--- config.mk ---
export PLATFORM = sky130hd
export DESIGN_NAME = dualclk_updown_ctr
export DESIGN_NICKNAME = d
export VERILOG_FILES = /design/src/rtl/dualclk_ctr_pkg.sv /design/src/rtl/ctr_edge_sync.sv /design/src/rtl/ctr_step.sv /design/src/rtl/ctr_flags.sv /design/src/rtl/dualclk_updown_ctr.sv
export SDC_FILE = /design/constraint.sdc
export NUM_CORES = 1
export LEC_CHECK = 0
export BUFFER_PORTS_ARGS = -buffer_cell sky130_fd_sc_hd__buf_2
export CORE_AREA = 2 2 39 41
export DETAILED_ROUTE_END_ITERATION = 8
export DIE_AREA = 0 0 41 43
export PLACE_DENSITY = 0.76
export SLEW_MARGIN = 20
export SYNTH_ARGS = -nofsm -noshare
export SYNTH_HDL_FRONTEND = slang
export SYNTH_SLANG_ARGS = --single-unit
--- constraint.sdc ---
create_clock -name clk -period 2.35 [get_ports clk]
set_input_delay 0.5875 -clock clk [delete_from_list [all_inputs] [get_ports clk]]
set_output_delay 0.5875 -clock clk [all_outputs]
set_load 0.01 [all_outputs]
--- src/rtl/dualclk_ctr_pkg.sv ---
package dualclk_ctr_pkg;
  typedef enum logic [1:0] {
    STEP_HOLD = 2'd0,
    STEP_UP   = 2'd1,
    STEP_DOWN = 2'd2
  } step_e;
endpackage

--- src/rtl/ctr_edge_sync.sv ---
module ctr_edge_sync #(
  parameter int STAGES = 2
) (
  input  logic clk,
  input  logic rst,
  input  logic din,
  output logic lvl,
  output logic lvl_d,
  output logic rise
);
  // STAGES synchronizer flops plus one history flop for edge detection
  logic [STAGES:0] sr;

  always_ff @(posedge clk) begin
    if (rst) sr <= '1;            // idle-high strobes: no spurious edge out of reset
    else     sr <= {sr[STAGES-1:0], din};
  end

  assign lvl   = sr[STAGES-1];
  assign lvl_d = sr[STAGES];
  assign rise  = lvl & ~lvl_d;
endmodule

--- src/rtl/ctr_step.sv ---
module ctr_step
  import dualclk_ctr_pkg::*;
#(
  parameter int WIDTH = 4,
  parameter int MAXV  = 9
) (
  input  logic [WIDTH-1:0] cur,
  input  step_e            step,
  output logic [WIDTH-1:0] nxt
);
  localparam logic [WIDTH-1:0] TOP = WIDTH'(MAXV);

  always_comb begin
    unique case (step)
      STEP_UP:   nxt = (cur >= TOP) ? '0 : cur + 1'b1;
      STEP_DOWN: nxt = (cur == '0 || cur > TOP) ? TOP : cur - 1'b1;
      default:   nxt = cur;
    endcase
  end
endmodule

--- src/rtl/ctr_flags.sv ---
module ctr_flags #(
  parameter int WIDTH = 4,
  parameter int MAXV  = 9
) (
  input  logic             clk,
  input  logic             rst,
  input  logic [WIDTH-1:0] q,
  input  logic             up_lvl,
  input  logic             dn_lvl,
  output logic             carry_n,
  output logic             borrow_n
);
  localparam logic [WIDTH-1:0] TOP = WIDTH'(MAXV);

  always_ff @(posedge clk) begin
    if (rst) begin
      carry_n  <= 1'b1;
      borrow_n <= 1'b1;
    end else begin
      carry_n  <= ~((q == TOP) & ~up_lvl);
      borrow_n <= ~((q == '0)  & ~dn_lvl);
    end
  end
endmodule

--- src/rtl/dualclk_updown_ctr.sv ---
module dualclk_updown_ctr
  import dualclk_ctr_pkg::*;
#(
  parameter int WIDTH       = 4,
  parameter int DECADE      = 1,
  parameter int SYNC_STAGES = 2
) (
  input  logic             clk,
  input  logic             rst,
  input  logic             clr,
  input  logic             load_n,
  input  logic [WIDTH-1:0] jam,
  input  logic             up_clk,
  input  logic             dn_clk,
  output logic [WIDTH-1:0] q,
  output logic             carry_n,
  output logic             borrow_n
);
  localparam int MAXV = (DECADE != 0) ? 9 : (1 << WIDTH) - 1;

  logic up_lvl, up_lvl_d, up_rise;
  logic dn_lvl, dn_lvl_d, dn_rise;
  logic up_evt, dn_evt;
  step_e step;
  logic [WIDTH-1:0] q_nxt;

  ctr_edge_sync #(.STAGES(SYNC_STAGES)) u_up_sync (
    .clk(clk), .rst(rst), .din(up_clk),
    .lvl(up_lvl), .lvl_d(up_lvl_d), .rise(up_rise)
  );

  ctr_edge_sync #(.STAGES(SYNC_STAGES)) u_dn_sync (
    .clk(clk), .rst(rst), .din(dn_clk),
    .lvl(dn_lvl), .lvl_d(dn_lvl_d), .rise(dn_rise)
  );

  // A step needs the opposite strobe high in both the current and previous sample
  assign up_evt = up_rise & dn_lvl & dn_lvl_d;
  assign dn_evt = dn_rise & up_lvl & up_lvl_d;

  always_comb begin
    if (up_evt)      step = STEP_UP;
    else if (dn_evt) step = STEP_DOWN;
    else             step = STEP_HOLD;
  end

  ctr_step #(.WIDTH(WIDTH), .MAXV(MAXV)) u_step (
    .cur(q), .step(step), .nxt(q_nxt)
  );

  always_ff @(posedge clk) begin
    if (rst)          q <= '0;
    else if (clr)     q <= '0;
    else if (!load_n) q <= jam;
    else              q <= q_nxt;
  end

  ctr_flags #(.WIDTH(WIDTH), .MAXV(MAXV)) u_flags (
    .clk(clk), .rst(rst), .q(q), .up_lvl(up_lvl), .dn_lvl(dn_lvl),
    .carry_n(carry_n), .borrow_n(borrow_n)
  );
endmodule

==> reports/metrics.yaml, run 1 <==
clkSinkCount: 12
path_cells: "inv_1 -> ha_1 -> o21bai_1 -> a21oi_1 -> o2111a_1 -> a311oi_1"
ys_types: 38
synth-adder-area-share_pct: 5.59
path_buf_inv: 1
cts_buffer_depth: 2
numCtsBuffers: 3
dp_hpwl_um: 1050
wl_per_cell_um: 13.8
cts.repair.resized: 0
die_y_um: 43
setup_viol_count_final: 0
synth-main-ff-cell: "dfxtp_1"
cpPeakStageDelay_ns: 0.45
clock-skew-final_ns: 0.0103
seq_area_frac_synth_pct: 35.8
drv_cap: 0
clk-insertion-delay-late_ns: 0.28
grt_pass1_vias: 570
synth-xor-area-share_pct: 1.30
io_pins: 16
vias: 626
synth_seq_cells: 12
synth_compound_area_share_pct: 20.7
power_density_mw_per_mm2: 571
grt_pass1_wl_um: 2460
crit_path_end_kind: "register"
synth_top_area_share_pct: 35.8
area_growth_pct: 16.9
vias_per_cell: 5.96
crit_fanout: 8
overflow: 0
synth_most_common_cell: "dfxtp_1"
synth_mux_area_share_pct: 1.49
synth_common_cells: "dfxtp_1, nand2_1, or2_2"
yosysWarnings: 0
rsz0062_at_grt: "false"
grt_max_degree: 15
synth_cells: 73
cts_root_buf: "clkbuf_4"
clk_pin_slew_ns: 0.09
post-route-min-period_ns: 1.81
drc: 0
syn-num-nets: 86
hp-class: "register to register"
crit_arrival_ns: 2.00
drt_iter0_markers: 18
max_freq_ghz: 0.553
num-fill-cells: 136
cts_tree: "built"
synth_top_family_by_area: "simple AND/OR/NAND/NOR gates"
period_share_pct: 76.9
synth_largest_area_cell: "dfxtp_1"
dieArea_mm2: 0.00176
start_kind: "register"
final_core_util_pct: 56.8
place_congestion: 0.880
outcome: "complete, no violations"
wl_um: 1450
nets: 103
crit_family: "compound AO/OA/AOI/OAI gates"
start_util_pct: 48.6
slew_headroom_pct: 72.8
track_usage_pct: 21.1
hold_viol: 0
hold_buffers: 0
maxSlewViolCount: 0
ir_worst_vdd_uv: 268
htree_levels: 1
async_flop_share_pct: 0
postCtsSetupBuffers: 0
die_x_um: 41
fin_setup_tns_ns: 0
worst_slew_pin_slew_ns: 0.407
synth_area_per_cell_um2: 9.20
antennaDiodeCount: 0
firstDrtPassIters: 4
r2r_slack_ns: 0.54
portBuffers: 15
std_cell_rows: 14
antenna_left: 0
yosys-top-cells-area: "dfxtp_1, ha_1, or2_2"
antenna_found_initial: 0
cp_slowest_cell: "dfxtp_1"
synthSimpleGateAreaFrac_pct: 30.9
drive_gt1_share_pct: 32.6
syn-cell-area_um2: 672
synth_edf_count: 0
core-area_mm2: 0.00138
path_class: "register to register"
p_leak_nw: 0.343
required_ns: 2.54
==> logic make-up after synthesis <==
| kind of cell | after synthesis |
|---|---|
| compound gates | 18 |
| xor+xnor | 1 |
| fa+ha+maj | 3 |
| buf+inv | 6 |
| flops | 12 |
| mux | 1 |
| simple gates | 32 |
==> layout make-up <==
class,instances,area (um2),share of cell area (%)
clock buffers,4,36.3,4.62
inverters,3,11.3,1.43
well taps,16,20.0,2.55
multi-input cells,55,403,51.3
flip-flops and latches,12,240,30.6
repair buffers,15,75.1,9.55
==> layout by cell type (no fill, tap or decap), drive strengths merged, types with 2 or more instances in the layout <==
cell,count
nand3b,2
and4b,2
inv,3
dfxtp,12
ha,3
o21ai,2
a311oi,2
nor2,3
nand3,2
o21bai,3
buf,15
clkbuf,4
nand2,6
or2,7
a21oi,2
==> registers in the layout, indices dropped and copies added (netlist names) <==
register          count
u_dn_sync.sr          3
u_flags.borrow_n      1
u_up_sync.sr          3
u_flags.carry_n       1
q                     4
==> worst register-to-register path: cells and delay by family (launching register included) <==
family / cells / cell delay (ns)
compound gates: 4 / 0.88
fa+ha+maj: 1 / 0.29
buf+inv: 1 / 0.09
flops: 1 / 0.45
==> final timing paths <==
path	start	end	cells past startpoint
max	q[0]	q[0]	6
min	u_dn_sync.sr[0]	u_dn_sync.sr[1]	1
max reg2reg	q[0]	q[0]	6
min reg2reg	u_dn_sync.sr[0]	u_dn_sync.sr[1]	1
==> per-stage QoR <==
stage / setup WS (ns) / hold slack [ns] / instances / instance area [um2] / total power [W]
2_1_floorplan: 0.743 / 0.389 / 73 / 672 / 0.000261
3_3_place_gp: 0.657 / 0.391 / 101 / 749 / 0.000279
3_5_place_dp: 0.616 / 0.402 / 101 / 749 / 0.000281
4_1_cts: 0.579 / 0.414 / 105 / 786 / 0.000448
5_1_grt: 0.394 / 0.431 / 105 / 786 / 0.000473
6_report: 0.543 / 0.407 / 105 / 786 / 0.000448
==> metal layers <==
metal	GRT usage (%)	vias to the layer above	wire, um
met5	0	-	0
li1	-	306	-
met3	6.28	5	68
met4	12.7	0	34
met2	30.9	19	677
met1	25.7	296	670
==> report_power, final <==
| group | total (W) | internal [W] | switching (W) |
|---|---|---|---|
| registers | 0.000220 | 0.000211 | 0.00000942 |
| clock network | 0.000172 | 0.0000943 | 0.0000774 |
| logic | 0.0000567 | 0.0000275 | 0.0000292 |
Power figures use the tool's default switching activity.
==> inputs of run 2 (changes only) <==
--- a/config.mk
+++ b/config.mk
@@ -6,10 +6,10 @@
 export NUM_CORES = 1
 export LEC_CHECK = 0
 export BUFFER_PORTS_ARGS = -buffer_cell sky130_fd_sc_hd__buf_2
-export CORE_AREA = 2 2 39 41
+export CORE_AREA = 2 2 40 42
 export DETAILED_ROUTE_END_ITERATION = 8
-export DIE_AREA = 0 0 41 43
-export PLACE_DENSITY = 0.76
+export DIE_AREA = 0 0 42 44
+export PLACE_DENSITY = 0.72
 export SLEW_MARGIN = 20
 export SYNTH_ARGS = -nofsm -noshare
 export SYNTH_HDL_FRONTEND = slang
==> constraint.sdc (replaced) <==
create_clock -name clk -period 1.71 [get_ports clk]
set_input_delay 0.4275 -clock clk [delete_from_list [all_inputs] [get_ports clk]]
set_output_delay 0.4275 -clock clk [all_outputs]
set_load 0.01 [all_outputs]
==> run 2 against run 1 <==
Against the previous run:
- clock skew up 0.0034 ns
- wire length is 5.7% lower
- design area up 4.5%
- register-to-register slack lost 0.36 ns
- non-clock buffer count increased by 3
- critical path depth shrank 5
- setup slack worse by 0.37 ns
- global-route usage is 4.7 points lower
- clock power increased by 36%
- die area up 4.8%
- critical path type is now register to output port
==> reports/metrics.yaml, run 2 (synthesis results as in run 1) <==
outcome: "complete, no violations"
required_ns: 1.28  # -1.26 ns
drive_gt1_share_pct: 37.0  # +4.4 points
wl_per_cell_um: 12.7  # -8.3%
largest_reg_flops: 4  # unchanged
postCtsSetupBuffers: 0  # unchanged
cts_buffer_depth: 2  # unchanged
drt_iter0_markers: 12  # -6
wl_met3_um: 92  # +35%
nets: 106  # +2.9%
die_y_um: 44  # +2.3%
track_usage_pct: 16.3  # -4.7 points
die_x_um: 42  # +2.4%
std_cell_rows: 14  # unchanged
max_freq_ghz: 0.650
final_common_cell: "buf_2"
maxSlewViolCount: 0  # unchanged
drv_cap: 0  # unchanged
cp.depth: 1  # -5
rsz0062_at_grt: "false"
hold_buffers: 0  # unchanged
area_growth_pct: 22.2
place_congestion: 0.897  # +1.9%
r2r_slack_ns: 0.18  # -0.36 ns
path_buf_inv: 1  # unchanged
antenna_left: 0  # unchanged
wl_um: 1370  # -5.7%
start_util_pct: 47.4  # -1.2 points
critPathLaunch: "q[3]"
rr_worst_depth: 6  # unchanged
grt_pass1_wl_um: 2260  # -8.1%
cts_root_buf: "clkbuf_4"
dp_cells: 104  # +3.0%
clk_pin_slew_ns: 0.09  # about the same
post-route-min-period_ns: 1.54
slew_headroom_pct: 69.8  # -3.0 points
antenna_found_initial: 0  # unchanged
io_pins: 16  # unchanged
cts_tree: "built"
core-area_mm2: 0.00142  # +2.5%
grt_pass1_vias: 525  # -7.9%
reg_top3: "q: 4 flops, u_dn_sync.sr: 3 flops, u_up_sync.sr: 3 flops"
r2r-end: "q[0]"
path_cells: "buf_2"
crit_path_end_kind: "output port"
vias: 606  # -3.2%
dp_hpwl_um: 1010  # -3.9%
top_layer_used: "met4"
post_dp_cell_area_um2: 772  # +3.0%
cpPeakStageDelay_ns: 0.61  # +0.16 ns
start_kind: "register"
numCtsBuffers: 3  # unchanged
clock-skew-final_ns: 0.0137  # +0.00339 ns
vias_per_cell: 5.61  # -5.9%
fin_cells: 108  # +2.9%
antennaDiodeCount: 0  # unchanged
overflow: 0  # unchanged
crit_fanout: 14  # +6
final_area_um2: 821  # +4.5%
final_cell_mix: "buf_2, dfxtp_1, or2_2, nand2_1"
ir_worst_vdd_uv: 443  # +65%
htree_levels: 1  # unchanged
clkSinkCount: 12  # unchanged
drc: 0  # unchanged
rr_startpoint: "q[0]"
firstDrtPassIters: 4  # unchanged
hold_viol: 0  # unchanged
wl_met1_um: 657  # -1.9%
worst_slew_pin_slew_ns: 0.452  # +0.0450 ns
p_leak_nw: 0.364  # +6.3%
hp-class: "primary input to register"
period_share_pct: 90.0
cp_slowest_cell: "dfxtp_1"
path_class: "register to output port"
power_density_mw_per_mm2: 758  # +33%
clk-insertion-delay-late_ns: 0.29  # about the same
hold_slack_ns: 0.320  # -0.0868 ns
crit_family: "flip-flops"
crit_arrival_ns: 1.11  # -0.89 ns
dr_wl_met2_um: 601  # -11%
portBuffers: 15  # unchanged
grt_max_degree: 15  # unchanged
top_register: "q"
dieArea_mm2: 0.00185  # +4.8%
fin_setup_tns_ns: 0  # unchanged
endpoint: "q[3]"
setup_viol_count_final: 0  # unchanged
-- run 2: layout make-up --
type                    instances  area, um2
repair buffers                 18       97.6
inverters                       3       11.3
well taps                      16       20.0
flip-flops and latches         12        240
fillers                       137        598
clock buffers                   4       36.3
multi-input cells              55        415
-- run 2: where the power goes --
group          switching (W)  total [W]  internal [W]
registers          0.0000114   0.000301      0.000290
clock network       0.000104   0.000234      0.000130
logic              0.0000421  0.0000875     0.0000454
-- run 2: worst min path at each step --
stage	start	slack, ns	cells after the start	to
detailed placement	u_up_sync.sr[0]	0.40	1	u_up_sync.sr[1]
CTS	clr	0.32	2	q[1]
finish	clr	0.32	2	q[1]
floorplan	u_dn_sync.sr[0]	0.39	1	u_dn_sync.sr[1]
global route	clr	0.32	2	q[1]
global placement	u_dn_sync.sr[0]	0.39	1	u_dn_sync.sr[1]
-- run 2: through the flow --
step	util, %	setup slack [ns]	power [W]
after floorplan	-	0.103	0.000359
after global placement	54.4	0.175	0.000387
after detailed placement	54.4	0.0982	0.000389
after CTS	57.0	0.0771	0.000618
after global routing	57.8	0.0429	0.000649
final	57.8	0.171	0.000622
-- run 2: timing repair --
| item | CTS | global route |
|---|---|---|
| endpoints found under the hold margin | 0 | 0 |
| gates resized for setup | 0 | 3 |
| setup endpoints to repair | 0 | 3 |
-- run 2: layer usage --
layer / track usage, % / up-vias
met4: 5.81 / 0
met3: 6.67 / 4
met2: 24.4 / 28
li1: - / 310
met5: 0 / -
met1: 21.3 / 264
==> inputs of run 3 (changes only) <==
--- a/config.mk
+++ b/config.mk
@@ -6,11 +6,12 @@
 export NUM_CORES = 1
 export LEC_CHECK = 0
 export BUFFER_PORTS_ARGS = -buffer_cell sky130_fd_sc_hd__buf_2
-export CORE_AREA = 2 2 40 42
+export CORE_AREA = 2 2 41 43
 export DETAILED_ROUTE_END_ITERATION = 8
-export DIE_AREA = 0 0 42 44
-export PLACE_DENSITY = 0.72
+export DIE_AREA = 0 0 43 45
+export PLACE_DENSITY = 0.71
 export SLEW_MARGIN = 20
 export SYNTH_ARGS = -nofsm -noshare
 export SYNTH_HDL_FRONTEND = slang
+export SYNTH_HIERARCHICAL = 1
 export SYNTH_SLANG_ARGS = --single-unit
==> run 3 against run 2 <==
Against the previous run:
- the run now ends with negative setup slack left
- register-to-register slack worse by 0.30 ns
- sequential power decreased by 2%
- first-iteration DRC count fell by 75%
- sequential share of layout area down 3.6 points
- utilization is 6.5 points higher
- wire length increased by 4.5%
- critical path depth grew 10
- total power is 0.98% lower
- clock skew is 0.010 ns lower
- synthesized cell count increased by 11%
- clock-buffer cell count stayed put
- largest cell class unchanged
==> reports/metrics.yaml, run 3 <==
dp_cells: 117  # +13%
met1_usage_pct: 19.8  # -1.6 points
synth_area_per_cell_um2: 8.59  # -6.7%
synth_seq_cells: 12  # unchanged
crit_fanout: 2  # -12
slew_headroom_pct: 80.7  # +11 points
yosysWarnings: 6  # +6
crit_path_end_kind: "register"
antennaDiodeCount: 0  # unchanged
antenna_left: 0  # unchanged
rr_worst_depth: 11  # +5
ys_types: 29  # -24%
grt_max_degree: 12  # -3
worst_slew_pin_slew_ns: 0.289  # -0.162 ns
start_util_pct: 47.3  # -0.076 points
min_to: "u_dn_sync/sr[0]"
drt_iter0_markers: 3  # -9
use_met3_pct: 7.20  # +0.53 points
overflow: 0  # unchanged
die_y_um: 45  # +2.3%
cp_slowest_cell: "dfxtp_2"
r2r-end: "q[3]"
synth_most_common_cell: "dfxtp_1"
power.internal_w: 0.000471  # +1.3%
worst_slack_ns: -0.122  # -0.292 ns
period_share_pct: 107  # +17 points
ir_worst_vdd_uv: 624  # +41%
syn-cell-area_um2: 696  # +3.5%
nets: 123  # +16%
maxSlewViolCount: 0  # unchanged
final_cell_mix: "buf_2, dfxtp_1, buf_4"
vias: 649  # +7.1%
cts_root_buf: "clkbuf_4"
crit_arrival_ns: 2.02  # +0.91 ns
cpPeakStageDelay_ns: 0.32  # -0.29 ns
grt_pass1_wl_um: 2480  # +9.8%
comb_power_share_pct: 16.4  # +2.3 points
synth_top_area_share_pct: 34.5  # -1.2 points
required_ns: 1.90  # +0.62 ns
switching_power_w: 0.000146  # -7.6%
fin_setup_tns_ns: -0.424  # -0.424 ns
synth_common_cells: "dfxtp_1, inv_1, ha_1, or2_1"
clock-skew-final_ns: 0.00344  # -0.0103 ns
die_x_um: 43  # +2.4%
rsz0062_at_grt: "true"
rr_startpoint: "u_up_sync/sr[1]"
core-area_mm2: 0.00147  # +3.7%
p_sw_share_pct: 23.6  # -1.7 points
post_dp_cell_area_um2: 851  # +10%
max_freq_ghz: 0.546  # -16%
antenna_found_initial: 0  # unchanged
clk_pin_slew_ns: 0.07  # -0.02 ns
synth-main-ff-cell: "dfxtp_1"
fin_cells: 122  # +13%
wl_per_cell_um: 11.7  # -7.5%
p_leak_nw: 0.414  # +14%
synth_largest_area_cell: "dfxtp_1"
r2r_slack_ns: -0.12  # -0.30 ns
busiest_layer: "met2"
final_common_cell: "buf_2"
cts_buffer_depth: 2  # unchanged
place_congestion: 0.778  # -13%
min_path_cells: 2  # unchanged
start_kind: "register"
hold_viol: 0  # unchanged
drv_cap: 0  # unchanged
clkPwrFrac_pct: 35.6  # -2.0 points
top_register: "q"
numCtsBuffers: 3  # unchanged
dp_hpwl_um: 1130  # +12%
yosys-top-cells-area: "dfxtp_1, ha_1, mux2i_1"
std_cell_rows: 14  # unchanged
async_flop_share_pct: 0  # unchanged
seq_area_frac_synth_pct: 34.5  # -1.2 points
num-fill-cells: 130  # -5.1%
post-route-min-period_ns: 1.83  # +0.292 ns
final_area_um2: 947  # +15%
ff_latch_area_um2: 243  # +1.0%
clk-insertion-delay-late_ns: 0.27  # -0.02 ns
p_seq_share_pct: 48.1  # -0.3 points
reg_top3: "q: 4 flops, u_dn_sync/sr: 3 flops, u_up_sync/sr: 3 flops"
htree_levels: 1  # unchanged
drive_gt1_share_pct: 39.6  # +2.7 points
area_growth_pct: 36.2
synth_edf_count: 0  # unchanged
largest_reg_flops: 4  # unchanged
power.total_w: 0.000616  # -0.98%
path_cells: "nor2b_1 -> and3_1 -> buf_6 -> ha_4 -> buf_4 -> nand4b_1 -> a21oi_2 -> a211oi_2 -> o21ai_1 -> mux2i_1 -> nor3_1"
multi_input_area_um2: 460  # +11%
io_pins: 16  # unchanged
track_usage_pct: 17.2  # +0.87 points
firstDrtPassIters: 4  # unchanged
synth_cells: 81  # +11%
hp-class: "primary input to register"
power_density_mw_per_mm2: 651  # -14%
use_met2_pct: 31.2  # +6.8 points
drc: 0  # unchanged
wl_um: 1430  # +4.5%
syn-num-nets: 97  # +13%
grt_pass1_vias: 605  # +15%
clkSinkCount: 12  # unchanged
violations: "negative setup slack"
cts_tree: "built"
setup_viol_count_final: 4  # +4
outcome: "complete, but fails checks"
vias_per_cell: 5.32  # -5.2%
dieArea_mm2: 0.00194  # +4.7%
min_from: "dn_clk"
hold_buffers: 0  # unchanged
portBuffers: 15  # unchanged
path_class: "register to register"
-- run 3: cell types whose count changed after synthesis, sizes merged, moves of 3 or more --
cell    delta
mux2i      +4
ha         +3
nand2      -3
clkbuf     +3
nor3       +5
inv        +5
o21ai      +4
-- run 3: metrics by stage --
step                utilization [%]  hold WS (ns)  setup WS (ns)
floorplan                         -         0.383        -0.0142
global placement               57.8         0.386         -0.161
detailed placement             57.8         0.389         -0.200
CTS                            62.9         0.325         -0.158
global route                   64.4         0.314         -0.262
finish                         64.4         0.336         -0.122
-- run 3: repair_timing --
item / in CTS / in global routing
buffers inserted: 1 / 0
gates resized for setup: 9 / 4
pin swaps: 3 / 2
endpoints found under the setup margin: 4 / 4
-- run 3: kinds of logic after synthesis --
| logic type | after synthesis | synth area share [%] |
|---|---|---|
| flip-flops | 12 | 34.5 |
| multiplexers | 5 | 7.19 |
| adder cells (fa/ha/maj) | 6 | 10.8 |
| AND/OR/NAND/NOR | 29 | 24.5 |
| buffers and inverters | 12 | 7.91 |
| AO/OA/AOI/OAI | 17 | 15.1 |
-- run 3: worst max path at each step --
stage	cells after the start	end	startpoint
after global routing	10	q[2]	u_up_sync/sr[1]
after CTS	10	q[0]	u_up_sync/sr[1]
after floorplan	11	q[2]	u_up_sync/sr[1]
after global placement	11	q[0]	u_up_sync/sr[1]
final	11	q[3]	u_up_sync/sr[1]
after detailed placement	11	q[0]	u_up_sync/sr[1]
-- run 3: power groups by stage --
stage / Clock [W] / Combinational [W] / Sequential [W]
after CTS: 0.000227 / 0.0000982 / 0.000296
after detailed placement: 0 / 0.0000931 / 0.000302
after global placement: 0 / 0.0000900 / 0.000302
after global routing: 0.000246 / 0.000112 / 0.000298
final: 0.000219 / 0.000101 / 0.000296
after floorplan: 0 / 0.0000555 / 0.000303
-- run 3: cell type report --
| type | instances | share of cell area (%) |
|---|---|---|
| repair buffers | 25 | 16.6 |
| inverters | 8 | 3.17 |
| clock buffers | 4 | 3.83 |
| multi-input cells | 57 | 48.6 |
| flip-flops and latches | 12 | 25.6 |
| well taps | 16 | 2.11 |
-- run 3: metal layers --
metal | wire (um) | vias up
met5 | 0 | -
met4 | 0 | 0
met3 | 93 | 0
met2 | 681 | 21
met1 | 655 | 296
li1 | - | 332
-- run 3: critical path, delay by kind of cell (launching register included) --
| kind | cells | cell delay, ns |
|---|---|---|
| mux | 1 | 0.11 |
| fa+ha+maj | 1 | 0.13 |
| simple gates | 4 | 0.59 |
| buf+inv | 2 | 0.22 |
| compound gates | 3 | 0.39 |
| flops | 1 | 0.32 |
